[src/rtl/dacfe_pkg.sv]
package dacfe_pkg;

  typedef enum logic [1:0] {
    OP_IDLE     = 2'd0,
    OP_LOAD_IN  = 2'd1,
    OP_LOAD_DAC = 2'd2,
    OP_THRU     = 2'd3
  } dacfe_op_e;

  // Strobe decode on synchronized active-low levels.
  function automatic dacfe_op_e decode_op(input logic sel_n, input logic wr_n,
                                          input logic ld_n);
    logic wr_act;
    wr_act = !sel_n && !wr_n;
    if (wr_act && !ld_n)
      return OP_THRU;
    else if (wr_act)
      return OP_LOAD_IN;
    else if (!ld_n)
      return OP_LOAD_DAC;
    else
      return OP_IDLE;
  endfunction

endpackage

[src/rtl/dacfe_sync.sv]
module dacfe_sync #(
  parameter int              W       = 1,
  parameter int              STAGES  = 2,
  parameter logic [W-1:0]    RST_VAL = '0
) (
  input  logic         clk,
  input  logic         rst_n,
  input  logic [W-1:0] d,
  output logic [W-1:0] q
);

  logic [W-1:0] stg [STAGES];

  for (genvar g = 0; g < STAGES; g++) begin : g_stage
    if (g == 0) begin : g_first
      always_ff @(posedge clk or negedge rst_n) begin
        if (!rst_n) stg[g] <= RST_VAL;
        else        stg[g] <= d;
      end
    end else begin : g_next
      always_ff @(posedge clk or negedge rst_n) begin
        if (!rst_n) stg[g] <= RST_VAL;
        else        stg[g] <= stg[g-1];
      end
    end
  end

  assign q = stg[STAGES-1];

endmodule

[src/rtl/dacfe_regs.sv]
module dacfe_regs
  import dacfe_pkg::*;
#(
  parameter int DATA_W = 14
) (
  input  logic              clk,
  input  logic              rst_n,
  input  logic              sel_n,
  input  logic              wr_n,
  input  logic              ld_n,
  input  logic [DATA_W-1:0] bus,
  output dacfe_op_e         op,
  output logic [DATA_W-1:0] in_q,
  output logic [DATA_W-1:0] dac_q
);

  logic [DATA_W-1:0] in_d;
  logic [DATA_W-1:0] dac_d;

  always_comb begin
    op    = decode_op(sel_n, wr_n, ld_n);
    in_d  = in_q;
    dac_d = dac_q;
    unique case (op)
      OP_LOAD_IN:  in_d = bus;
      OP_LOAD_DAC: dac_d = in_q;
      OP_THRU: begin
        in_d  = bus;
        dac_d = bus;
      end
      default: ;
    endcase
  end

  always_ff @(posedge clk or negedge rst_n) begin
    if (!rst_n) begin
      in_q  <= '0;
      dac_q <= '0;
    end else begin
      in_q  <= in_d;
      dac_q <= dac_d;
    end
  end

endmodule

[src/rtl/dacfe_seg.sv]
module dacfe_seg #(
  parameter int DATA_W   = 14,
  parameter int SEG_BITS = 3,
  parameter bit GUARD_EN = 1'b1,
  localparam int SEG_W    = (1 << SEG_BITS) - 1,
  localparam int LADDER_W = DATA_W - SEG_BITS
) (
  input  logic [DATA_W-1:0]   code,
  output logic [SEG_W-1:0]    seg_en,
  output logic [LADDER_W-1:0] ladder_en,
  output logic                zero_code
);

  logic [SEG_BITS-1:0] msb_val;
  assign msb_val = code[DATA_W-1 -: SEG_BITS];

  for (genvar i = 0; i < SEG_W; i++) begin : g_therm
    localparam logic [SEG_BITS-1:0] IDX = SEG_BITS'(i);
    assign seg_en[i] = (msb_val > IDX);
  end

  assign ladder_en = code[LADDER_W-1:0];

  if (GUARD_EN) begin : g_guard
    assign zero_code = (code == '0);
  end else begin : g_noguard
    assign zero_code = 1'b0;
  end

endmodule

[src/rtl/dac_front_end.sv]
module dac_front_end
  import dacfe_pkg::*;
#(
  parameter int DATA_W      = 14,
  parameter int SEG_BITS    = 3,
  parameter int SYNC_STAGES = 2,
  parameter bit GUARD_EN    = 1'b1,
  localparam int SEG_W    = (1 << SEG_BITS) - 1,
  localparam int LADDER_W = DATA_W - SEG_BITS
) (
  input  logic                clk,
  input  logic                rst_n,
  input  logic [DATA_W-1:0]   bus_data,
  input  logic                sel_n,
  input  logic                wr_n,
  input  logic                ld_n,
  output logic [SEG_W-1:0]    seg_en,
  output logic [LADDER_W-1:0] ladder_en,
  output logic                zero_code
);

  logic [2:0]        s_ctl;
  logic              s_sel_n;
  logic              s_wr_n;
  logic              s_ld_n;
  logic [DATA_W-1:0] s_bus;
  dacfe_op_e         op;
  logic [DATA_W-1:0] in_q;
  logic [DATA_W-1:0] dac_q;

  dacfe_sync #(.W(3), .STAGES(SYNC_STAGES), .RST_VAL(3'b111)) u_ctl_sync (
    .clk   (clk),
    .rst_n (rst_n),
    .d     ({sel_n, wr_n, ld_n}),
    .q     (s_ctl)
  );

  dacfe_sync #(.W(DATA_W), .STAGES(SYNC_STAGES), .RST_VAL('0)) u_bus_sync (
    .clk   (clk),
    .rst_n (rst_n),
    .d     (bus_data),
    .q     (s_bus)
  );

  assign s_sel_n = s_ctl[2];
  assign s_wr_n  = s_ctl[1];
  assign s_ld_n  = s_ctl[0];

  dacfe_regs #(.DATA_W(DATA_W)) u_regs (
    .clk   (clk),
    .rst_n (rst_n),
    .sel_n (s_sel_n),
    .wr_n  (s_wr_n),
    .ld_n  (s_ld_n),
    .bus   (s_bus),
    .op    (op),
    .in_q  (in_q),
    .dac_q (dac_q)
  );

  dacfe_seg #(.DATA_W(DATA_W), .SEG_BITS(SEG_BITS), .GUARD_EN(GUARD_EN)) u_seg (
    .code      (dac_q),
    .seg_en    (seg_en),
    .ladder_en (ladder_en),
    .zero_code (zero_code)
  );

endmodule

[config.mk]
export PLATFORM = sky130hd
export DESIGN_NAME = dac_front_end
export DESIGN_NICKNAME = d
export VERILOG_FILES = /design/src/rtl/dacfe_pkg.sv /design/src/rtl/dacfe_sync.sv /design/src/rtl/dacfe_regs.sv /design/src/rtl/dacfe_seg.sv /design/src/rtl/dac_front_end.sv
export SDC_FILE = /design/constraint.sdc
export NUM_CORES = 1
export LEC_CHECK = 0
export ABC_CLOCK_PERIOD_IN_PS = 1700
export BUFFER_PORTS_ARGS = -buffer_cell sky130_fd_sc_hd__buf_2
export CORE_ASPECT_RATIO = 0.9
export CORE_UTILIZATION = 43
export DETAILED_ROUTE_END_ITERATION = 8
export SLEW_MARGIN = 20
export SYNTH_ARGS = -nofsm -noshare
export SYNTH_HDL_FRONTEND = slang
export SYNTH_SLANG_ARGS = --single-unit
[constraint.sdc]
create_clock -name clk -period 1.7 [get_ports clk]
set_input_delay 0.085 -clock clk [delete_from_list [all_inputs] [get_ports clk]]
set_output_delay 0.085 -clock clk [all_outputs]
set_load 0.005 [all_outputs]
==> reports/results.ini, run 1 <==
[synthesis]
synth.avg_cell_area_um2 = 14.2
async_flop_share = 1.00
yosysSeqAreaShare = 0.672
synth_top_flop_cell = dfrtp_1
synth_top_cell_by_area = dfrtp_1
synth_seq_cells = 62
synth_edf_count = 0
yosysWarnings = 0
synth_area_mm2 = 0.00232
synth_top_area_frac = 0.604
netlist_instances = 163
yosysUniqueCellTypes = 24
synth_area_leaders = dfrtp_1, dfstp_2, mux2_1
syn-num-nets = 182
post-synth-top-count-cell = dfrtp_1

[clocking]
clock_path_buffers = 2
holdBufCountCts = 18
clk_pin_slew_worst_paths_ns = 0.06
htree_num_levels = 3
numCtsBuffers = 9
cts_setup_buffers = 0
cts-root-buf = clkbuf_8
cts_resized = 0
clock_sinks = 62
cts_tree = done
clock_latency_ns = 0.33

[die]
die_area_mm2 = 0.00569
row_count = 24
io-pin-count = 38
initial_core_util = 0.463
die_x_um = 79.4
die_h_um = 71.7
core_mm2 = 0.00501

[layout]
areaGrowthSynthToFinish_pct = 23.5
final_cell_area_mm2 = 0.00286
drive_gt1_frac = 0.295
antenna_cells = 0
fin_nets = 231

[timing]
timing.final.crit_share = 0.927
max_freq_mhz = 634
worst_pin_slew_ns = 0.488
finClkSkew_ns = 0.00603
setup_viol = 0
finalMaxSlewViolations = 0
fin_setup_tns_ns = 0
grt_setup_unrepaired = no
finalHoldViolations = 0
min_period_ns = 1.58
max_slew_margin = 0.674

[grt]
grt_use_met3 = 0.0650
grt_max_degree = 63
grt_pass1_vias = 1315
antenna_found_initial = 0
grt_util_met1 = 0.202
grt_usage = 0.151
use_met2 = 0.200
grt_overflow = 0
busiest_layer = met1
grt_pass1_wl_um = 6200

[critical_path]
cpPeakStageDelay_ns = 0.43
crit_chain = or3_1 > and4b_1 > buf_2
cpLargestDelayFamily = simple AND/OR/NAND/NOR gates
critPathMaxFanout = 7
worst_ep_arrival_time_ns = 1.49
worst-setup-path-type = reg -> out
slowest_stage = dfrtp_1
cp.buffers_inverters = 1
start_kind = register
end_kind = output port
cp.required_ns = 1.62

[run]
drv_cap = 0

[route]
via_per_inst = 4.72
drt-total-wl_um = 3450
vias = 1331
drc = 0
drt-initial-drc-count = 74
ant_nets = 0
avgRoutedWirePerCell_um = 12.2
first_pass_iters = 4

[power_and_ir_drop]
power.static_leakage_nw = 1.34
p_per_area_mw_per_mm2 = 1190
peakVddDrop_mv = 0.578

[placed_design]
place_area_mm2 = 0.00246
dp.final_hpwl_um = 2370
port_buffers = 37
gp_congestion = 0.730

[worst_hold_path]
worstHoldPathType = in -> async

[outcome]
run_status = completed

-- final timing paths --
kind | from | to | slack (ns) | cells past startpoint
max | u_regs.dac_q[12] | zero_code | 0.12 | 3
min | rst_n | u_bus_sync.stg[15] | 0.28 | 3
max reg2reg | u_ctl_sync.q[2] | u_regs.dac_q[0] | 0.32 | 3
min reg2reg | u_bus_sync.stg[23] | u_bus_sync.q[9] | 0.35 | 0
max in group asynchronous | rst_n | u_ctl_sync.q[0] | 1.13 | 3
min in group clk | u_bus_sync.stg[23] | u_bus_sync.q[9] | 0.35 | 0
-- final cells by class --
class,count,area (um^2)
sequential,62,1560
inverter,14,52.6
multi-input combinational,67,552
fill,398,2150
tap,65,81.3
timing repair buffer,58,400
clock inverter,3,40.0
clock buffer,13,179
-- stage by stage --
step                      utilization  cells  hold WS [ns]  setup WS (ns)  power (mW)
final                           0.571    282         0.285          0.123        3.40
after global routing            0.571    282         0.307         0.0363        3.60
after CTS                       0.571    282         0.288         0.0940        3.45
after detailed placement        0.492    248         0.113          0.298        2.06
after global placement          0.492    248         0.105          0.375        2.04
after floorplan                     -    163        -0.211          0.452        1.95
-- sequential cells by signal, summed over array words and instances (netlist names) --
signal / count
u_ctl_sync.q: 3
u_bus_sync.stg: 14
u_regs.in_q: 14
u_ctl_sync.stg: 3
u_regs.dac_q: 14
u_bus_sync.q: 14
-- cell families (layout without fill, tap and decap cells) --
kind of cell | count (synthesis) | in the layout | synth area share
AO/OA/AOI/OAI | 16 | 16 | 0.0593
buffers and inverters | 34 | 88 | 0.0901
multiplexers | 14 | 14 | 0.0680
flip-flops | 62 | 62 | 0.672
AND/OR/NAND/NOR | 37 | 37 | 0.111
-- layer usage --
metal  routed length [um]  part of all wire
met1                 1710              0.50
met5                    0                 0
met4                   94             0.027
met2                 1430              0.41
met3                  215             0.062
-- placed cells by master, fill, tap and decap left out --
master and n:
nor2_4 1, mux2_1 14, and2_1 1, buf_2 37, dfstp_2 6, or2_2 1, dfrtp_1 56, nor4_1 2
a21o_1 1, o311ai_1 14, buf_12 1, buf_4 2, bufinv_16 1, or3_1 1, or4b_1 14, clkinv_2 2
o21a_1 1, nand2_1 14, nor3_1 1, clkbuf_8 13, and3_1 1, dlygate4sd3_1 18, inv_1 14, and4b_1 1
-- tightest hold or removal path, delay by kind of cell --
| kind | cells | cell delay (ns) |
|---|---|---|
| buf+inv | 3 | 0.92 |
-- report_power, final --
| group | switching (mW) | internal, mW | leakage (nW) | total [mW] |
|---|---|---|---|---|
| clock | 0.516 | 0.831 | 0.115 | 1.35 |
| sequential | 0.103 | 1.63 | 0.726 | 1.73 |
| combinational | 0.140 | 0.184 | 0.497 | 0.324 |
(Power assumes the default switching activity.)
==> run 2: changes to the inputs <==
CORE_ASPECT_RATIO = 1.4   (was 0.9)
==> run 2 against run 1 <==
Worst hold slack worse by 0.070 ns. First-iteration DRC count down 49%. Clock-buffer cell count down 3. Critical path type unchanged.
==> reports/results.ini, run 2 (synthesized netlist as in run 1, its figures left out) <==
[outcome]
run_status = completed

[clocking]
numCtsBuffers = 9  ; unchanged
cts-root-buf = clkbuf_8
clock_sinks = 62  ; unchanged
htree_num_levels = 3  ; unchanged
clk_pin_slew_worst_paths_ns = 0.07  ; about the same
clock_path_buffers = 2  ; unchanged
cts_tree = done
clock_latency_ns = 0.33  ; about the same

[timing]
worst_hold_slack_ns = 0.214  ; -0.0704 ns
timing.final.crit_share = 0.927  ; about the same
setup_viol = 0  ; unchanged
finalMaxSlewViolations = 0  ; unchanged
max_freq_mhz = 635  ; about the same
fin_setup_tns_ns = 0  ; unchanged
finalHoldViolations = 0  ; unchanged
max_slew_margin = 0.640  ; -0.0336
finClkSkew_ns = 0.00558  ; -0.000452 ns
min_period_ns = 1.58  ; -0.00107 ns
grt_setup_unrepaired = no
worst_pin_slew_ns = 0.538  ; +0.0503 ns

[power_and_ir_drop]
power_mw = 3.41  ; +0.21%
power.share.switching = 0.228  ; +0.00413
peakVddDrop_mv = 0.614  ; +6.3%
switchingPower_mw = 0.776  ; +2.1%
p_comb_frac = 0.095  ; about the same
clockPowerShare = 0.398  ; +0.002
power.static_leakage_nw = 1.33  ; -0.33%
p_per_area_mw_per_mm2 = 1190  ; about the same
p_seq_frac = 0.507  ; about the same
p_int_mw = 2.63  ; -0.33%

[layout]
antenna_cells = 0  ; unchanged
fin_nets = 232  ; +0.43%
fillers = 459  ; +15%
fin_cells = 284  ; +0.71%
drive_gt1_frac = 0.294  ; -0.00135
final_cell_area_mm2 = 0.00287  ; +0.13%
layout_commonest_cell = dfrtp_1
final_cell_mix = dfrtp_1, buf_2, dlygate4sd3_1
areaGrowthSynthToFinish_pct = 23.6

[placed_design]
gp_congestion = 0.793  ; +8.7%
port_buffers = 37  ; unchanged
dp_cells = 250  ; +0.81%
place_area_mm2 = 0.00247  ; +0.36%
dp.final_hpwl_um = 2470  ; +4.1%

[grt]
grt_pass1_vias = 1308  ; -0.53%
grt_max_degree = 45  ; -29%
grt_pass1_wl_um = 6100  ; -1.6%
grt_overflow = 0  ; unchanged
grt_usage = 0.147  ; -0.00421
antenna_found_initial = 0  ; unchanged

[die]
row_count = 31  ; +29%
die_x_um = 64.1  ; -19%
initial_core_util = 0.446  ; -0.0163
die_area_mm2 = 0.00570  ; about the same
io-pin-count = 38  ; unchanged
die_h_um = 88.9  ; +24%
core_mm2 = 0.00520  ; +3.6%

[critical_path]
worst_ep_arrival_time_ns = 1.49  ; about the same
cp.required_ns = 1.62  ; about the same
end_kind = output port
start_kind = register
timing.rr.end = u_regs.in_q[0]
rrSetupSlack_ns = 0.29  ; -0.03 ns
rr_startpoint = u_ctl_sync.q[1]
reg2reg_depth = 2  ; -1
worst-setup-path-type = reg -> out
critPathMaxFanout = 5  ; -2

[route]
first_pass_iters = 6  ; +2
drt-initial-drc-count = 38  ; -49%
drc = 0  ; unchanged
ant_nets = 0  ; unchanged
vias = 1351  ; +1.5%
via_per_inst = 4.76  ; +0.79%
avgRoutedWirePerCell_um = 12.2  ; -0.24%
drt-total-wl_um = 3470  ; +0.46%

[worst_hold_path]
worstHoldPathType = in -> async

[run]
drv_cap = 0  ; unchanged

run 2: cell types whose count changed in the layout (fill, tap and decap cells not counted):
cell,delta
buf_4,+1
bufinv_16,+1
clkbuf_1,+1
clkbuf_8,-4
clkinv_4,+1
clkinvlp_4,+1
run 2: worst max path at each step:
stage	startpoint	to	slack, ns	cells past startpoint
global route	u_regs.dac_q[11]	zero_code	0.07	3
floorplan	u_ctl_sync.q[1]	u_regs.in_q[0]	0.45	3
CTS	u_regs.dac_q[11]	zero_code	0.11	3
finish	u_regs.dac_q[11]	zero_code	0.12	3
detailed placement	u_ctl_sync.q[1]	u_regs.in_q[0]	0.27	2
global placement	u_ctl_sync.q[1]	u_regs.in_q[0]	0.35	2
run 2: cell type report:
cell class	count	area [um^2]	share of cell area
flip-flops and latches	62	1560	0.544
multi-input cells	67	552	0.192
well taps	66	82.6	0.0288
clock inverters	6	86.3	0.0301
repair buffers	59	408	0.142
clock buffers	10	128	0.0445
inverters	14	52.6	0.0183
run 2: power by group through the flow:
stage	logic [mW]	clock network [mW]	registers, mW
floorplan	0.236	0	1.72
global placement	0.293	0	1.75
detailed placement	0.302	0	1.76
CTS	0.334	1.40	1.73
global route	0.372	1.46	1.75
finish	0.325	1.35	1.73
run 2: per-layer routing:
metal | wire length, um | track usage | part of all wire | up-vias
li1 | - | - | - | 665
met1 | 1460 | 0.168 | 0.42 | 640
met2 | 1760 | 0.241 | 0.51 | 39
met3 | 182 | 0.0357 | 0.052 | 7
met4 | 68 | 0.112 | 0.020 | 0
met5 | 0 | 0 | 0 | -
run 2: timing repair:
item / in CTS / in global routing
hold endpoints to repair: 35 / 0
resized for setup: 0 / 0
hold buffers: 18 / 0
setup endpoints to repair: 0 / 0
buffers inserted: 0 / 0
run 2: worst max-delay path: stages (launching register included):
cell     delay, ns
dfrtp_1       0.42
or3_1         0.40
and4b_1       0.24
buf_2         0.11
run 2: per-stage QoR:
stage          utilization  setup slack [ns]
6_report             0.552             0.124
5_1_grt              0.552            0.0656
4_1_cts              0.552             0.105
3_5_place_dp         0.476             0.269
3_3_place_gp         0.476             0.347
2_1_floorplan            -             0.452
==> run 3: changes to the inputs <==
ABC_CLOCK_PERIOD_IN_PS = 1500   (was 1700)
SYNTH_HIERARCHICAL = 1   (was not set)
TNS_END_PERCENT = 1   (was not set)
clock period = 1.5 ns   (was 1.7 ns; I/O delays follow)
==> run 3 against run 2 <==
Area after synthesis grew 4.6%. Register-to-register slack lost 0.23 ns. Via count is 2.5% higher. The run now ends with setup timing left. Sequential power grew 13%. Combinational power is 25% higher. Final area grew 0.26%. Largest cell class unchanged. Largest power group unchanged. Worst setup slack got worse by 0.40 ns. Clock power about the same. Global-route usage fell by 0.37 points.
==> reports/results.ini, run 3 <==
[worst_hold_path]
worstHoldPathType = in -> async

[critical_path]
worst_ep_arrival_time_ns = 1.70  ; +0.21 ns
critPathMaxFanout = 3  ; -2
rr_startpoint = u_ctl_sync/q[1]
cpPeakStageDelay_ns = 0.55  ; +0.13 ns
slowest_stage = or4_4
reg2reg_depth = 2  ; unchanged
timing.rr.end = u_regs/in_q[13]
cp.required_ns = 1.42  ; -0.20 ns
crit_chain = or4_4 > nor4_2 > buf_2
end_kind = output port
rrSetupSlack_ns = 0.06  ; -0.23 ns
worst-setup-path-type = reg -> out
start_kind = register

[layout]
drive_gt1_frac = 0.364  ; +0.0701
antenna_cells = 0  ; unchanged
layout_commonest_cell = dfrtp_1
fin_nets = 234  ; +0.86%
areaGrowthSynthToFinish_pct = 18.5
final_cell_mix = dfrtp_1, buf_2, dlygate4sd3_1

[timing]
worst_hold_slack_ns = 0.201  ; -0.0130 ns
setup_viol = 1  ; +1
finalMaxSlewViolations = 0  ; unchanged
grt_setup_unrepaired = yes
finClkSkew_ns = 0.00549  ; -0.0000954 ns
worst_slack_ns = -0.272  ; -0.396 ns
max_slew_margin = 0.557  ; -0.0829
max_freq_mhz = 564
min_period_ns = 1.77
timing.final.crit_share = 1.18
finalHoldViolations = 0  ; unchanged
worst_pin_slew_ns = 0.663  ; +0.124 ns

[grt]
grt_pass1_wl_um = 6200  ; +1.6%
antenna_found_initial = 0  ; unchanged
grt_max_degree = 36  ; -20%
grt_usage = 0.144  ; -0.00370
grt_pass1_vias = 1423  ; +8.8%
grt_overflow = 0  ; unchanged

[placed_design]
dp.final_hpwl_um = 2520  ; +2.0%
gp_congestion = 0.689  ; -13%
dp_slack_ns = -0.303  ; -0.572 ns
port_buffers = 37  ; unchanged

[route]
via_per_inst = 4.81  ; +1.1%
ant_nets = 0  ; unchanged
drt-initial-drc-count = 45  ; +18%
avgRoutedWirePerCell_um = 12.4  ; +1.8%
vias = 1385  ; +2.5%
drc = 0  ; unchanged
first_pass_iters = 4  ; -2
drt-total-wl_um = 3580  ; +3.2%

[power_and_ir_drop]
peakVddDrop_mv = 0.665  ; +8.3%
clockPowerShare = 0.363  ; -0.035
p_int_mw = 2.86  ; +8.7%
switchingPower_mw = 0.847  ; +9.2%
power.static_leakage_nw = 1.33  ; -0.36%
p_seq_frac = 0.527  ; +0.020
power.share.switching = 0.228  ; +0.000684
p_comb_frac = 0.110  ; +0.015
power_mw = 3.71  ; +8.8%
p_per_area_mw_per_mm2 = 1290  ; +8.6%

[clocking]
htree_num_levels = 3  ; unchanged
cts-root-buf = clkbuf_8
clk_pin_slew_worst_paths_ns = 0.06  ; about the same
numCtsBuffers = 9  ; unchanged
clock_sinks = 62  ; unchanged
clock_path_buffers = 2  ; unchanged
clock_latency_ns = 0.33  ; about the same
cts_tree = done

[synthesis]
synth.avg_cell_area_um2 = 13.4  ; -5.8%
synth_area_mm2 = 0.00243  ; +4.6%
netlist_instances = 181  ; +11%
syn-num-nets = 200  ; +9.9%
yosysWarnings = 6  ; +6

[die]
initial_core_util = 0.442  ; -0.00403
die_area_mm2 = 0.00595  ; +4.5%
die_x_um = 65.5  ; +2.2%
io-pin-count = 38  ; unchanged
die_h_um = 90.9  ; +2.2%
core_mm2 = 0.00549  ; +5.5%
row_count = 32  ; +3.2%

[outcome]
violations = setup timing
run_status = complete, but fails checks

[run]
drv_cap = 0  ; unchanged

-- run 3: how the worst max path moves through the flow --
stage / start / depth (start not counted) / slack [ns] / end
2_1_floorplan: u_ctl_sync/q[0] / 6 / 0.21 / u_regs/dac_q[11]
3_3_place_gp: u_ctl_sync/q[1] / 2 / -0.23 / u_regs/in_q[10]
3_5_place_dp: u_ctl_sync/q[1] / 2 / -0.30 / u_regs/in_q[13]
4_1_cts: u_regs/dac_q[2] / 3 / -0.29 / zero_code
5_1_grt: u_regs/dac_q[8] / 3 / -0.32 / zero_code
6_report: u_regs/dac_q[8] / 3 / -0.27 / zero_code
-- run 3: final cells by class --
cell class / count / area, um^2
Timing Repair Buffer: 61 / 423
Fill cell: 479 / 2610
Clock buffer: 16 / 190
Inverter: 14 / 52.6
Tap cell: 68 / 85.1
Sequential cell: 62 / 1560
Multi-Input combinational cell: 67 / 566
-- run 3: per-stage QoR --
step	setup TNS, ns	area (um^2)	cells	util
final	-0.272	2880	288	0.524
after CTS	-0.285	2870	287	0.523
after global placement	-3.42	2490	253	0.454
after detailed placement	-5.13	2490	253	0.454
after global routing	-0.342	2880	288	0.524
after floorplan	0	2430	181	-
-- run 3: worst max-delay path: cells and delay by family (launching register included) --
| kind | cells | cell delay (ns) |
|---|---|---|
| and+or+nand+nor | 2 | 0.83 |
| buffers and inverters | 1 | 0.15 |
| DFF | 1 | 0.39 |
-- run 3: repair_timing --
| item | CTS | global route |
|---|---|---|
| hold buffers | 18 | 0 |
| resized for setup | 2 | 0 |
| pin swaps | 0 | 2 |
| endpoints found under the setup margin | 29 | 7 |
| buffers inserted | 0 | 1 |
| endpoints found under the hold margin | 59 | 0 |
-- run 3: power by group through the flow --
stage                     clock, mW  sequential, mW  combinational [mW]
after floorplan                   0            1.94               0.318
after global placement            0            1.97               0.357
final                          1.35            1.95               0.407
after detailed placement          0            1.99               0.369
after global routing           1.46            1.98               0.460
after CTS                      1.40            1.96               0.409
-- run 3: layer usage --
metal	part of all wire	GRT usage	vias to the layer above
li1	-	-	664
met1	0.40	0.151	674
met2	0.53	0.235	39
met3	0.044	0.0492	8
met4	0.028	0.0978	0
met5	0	0	-
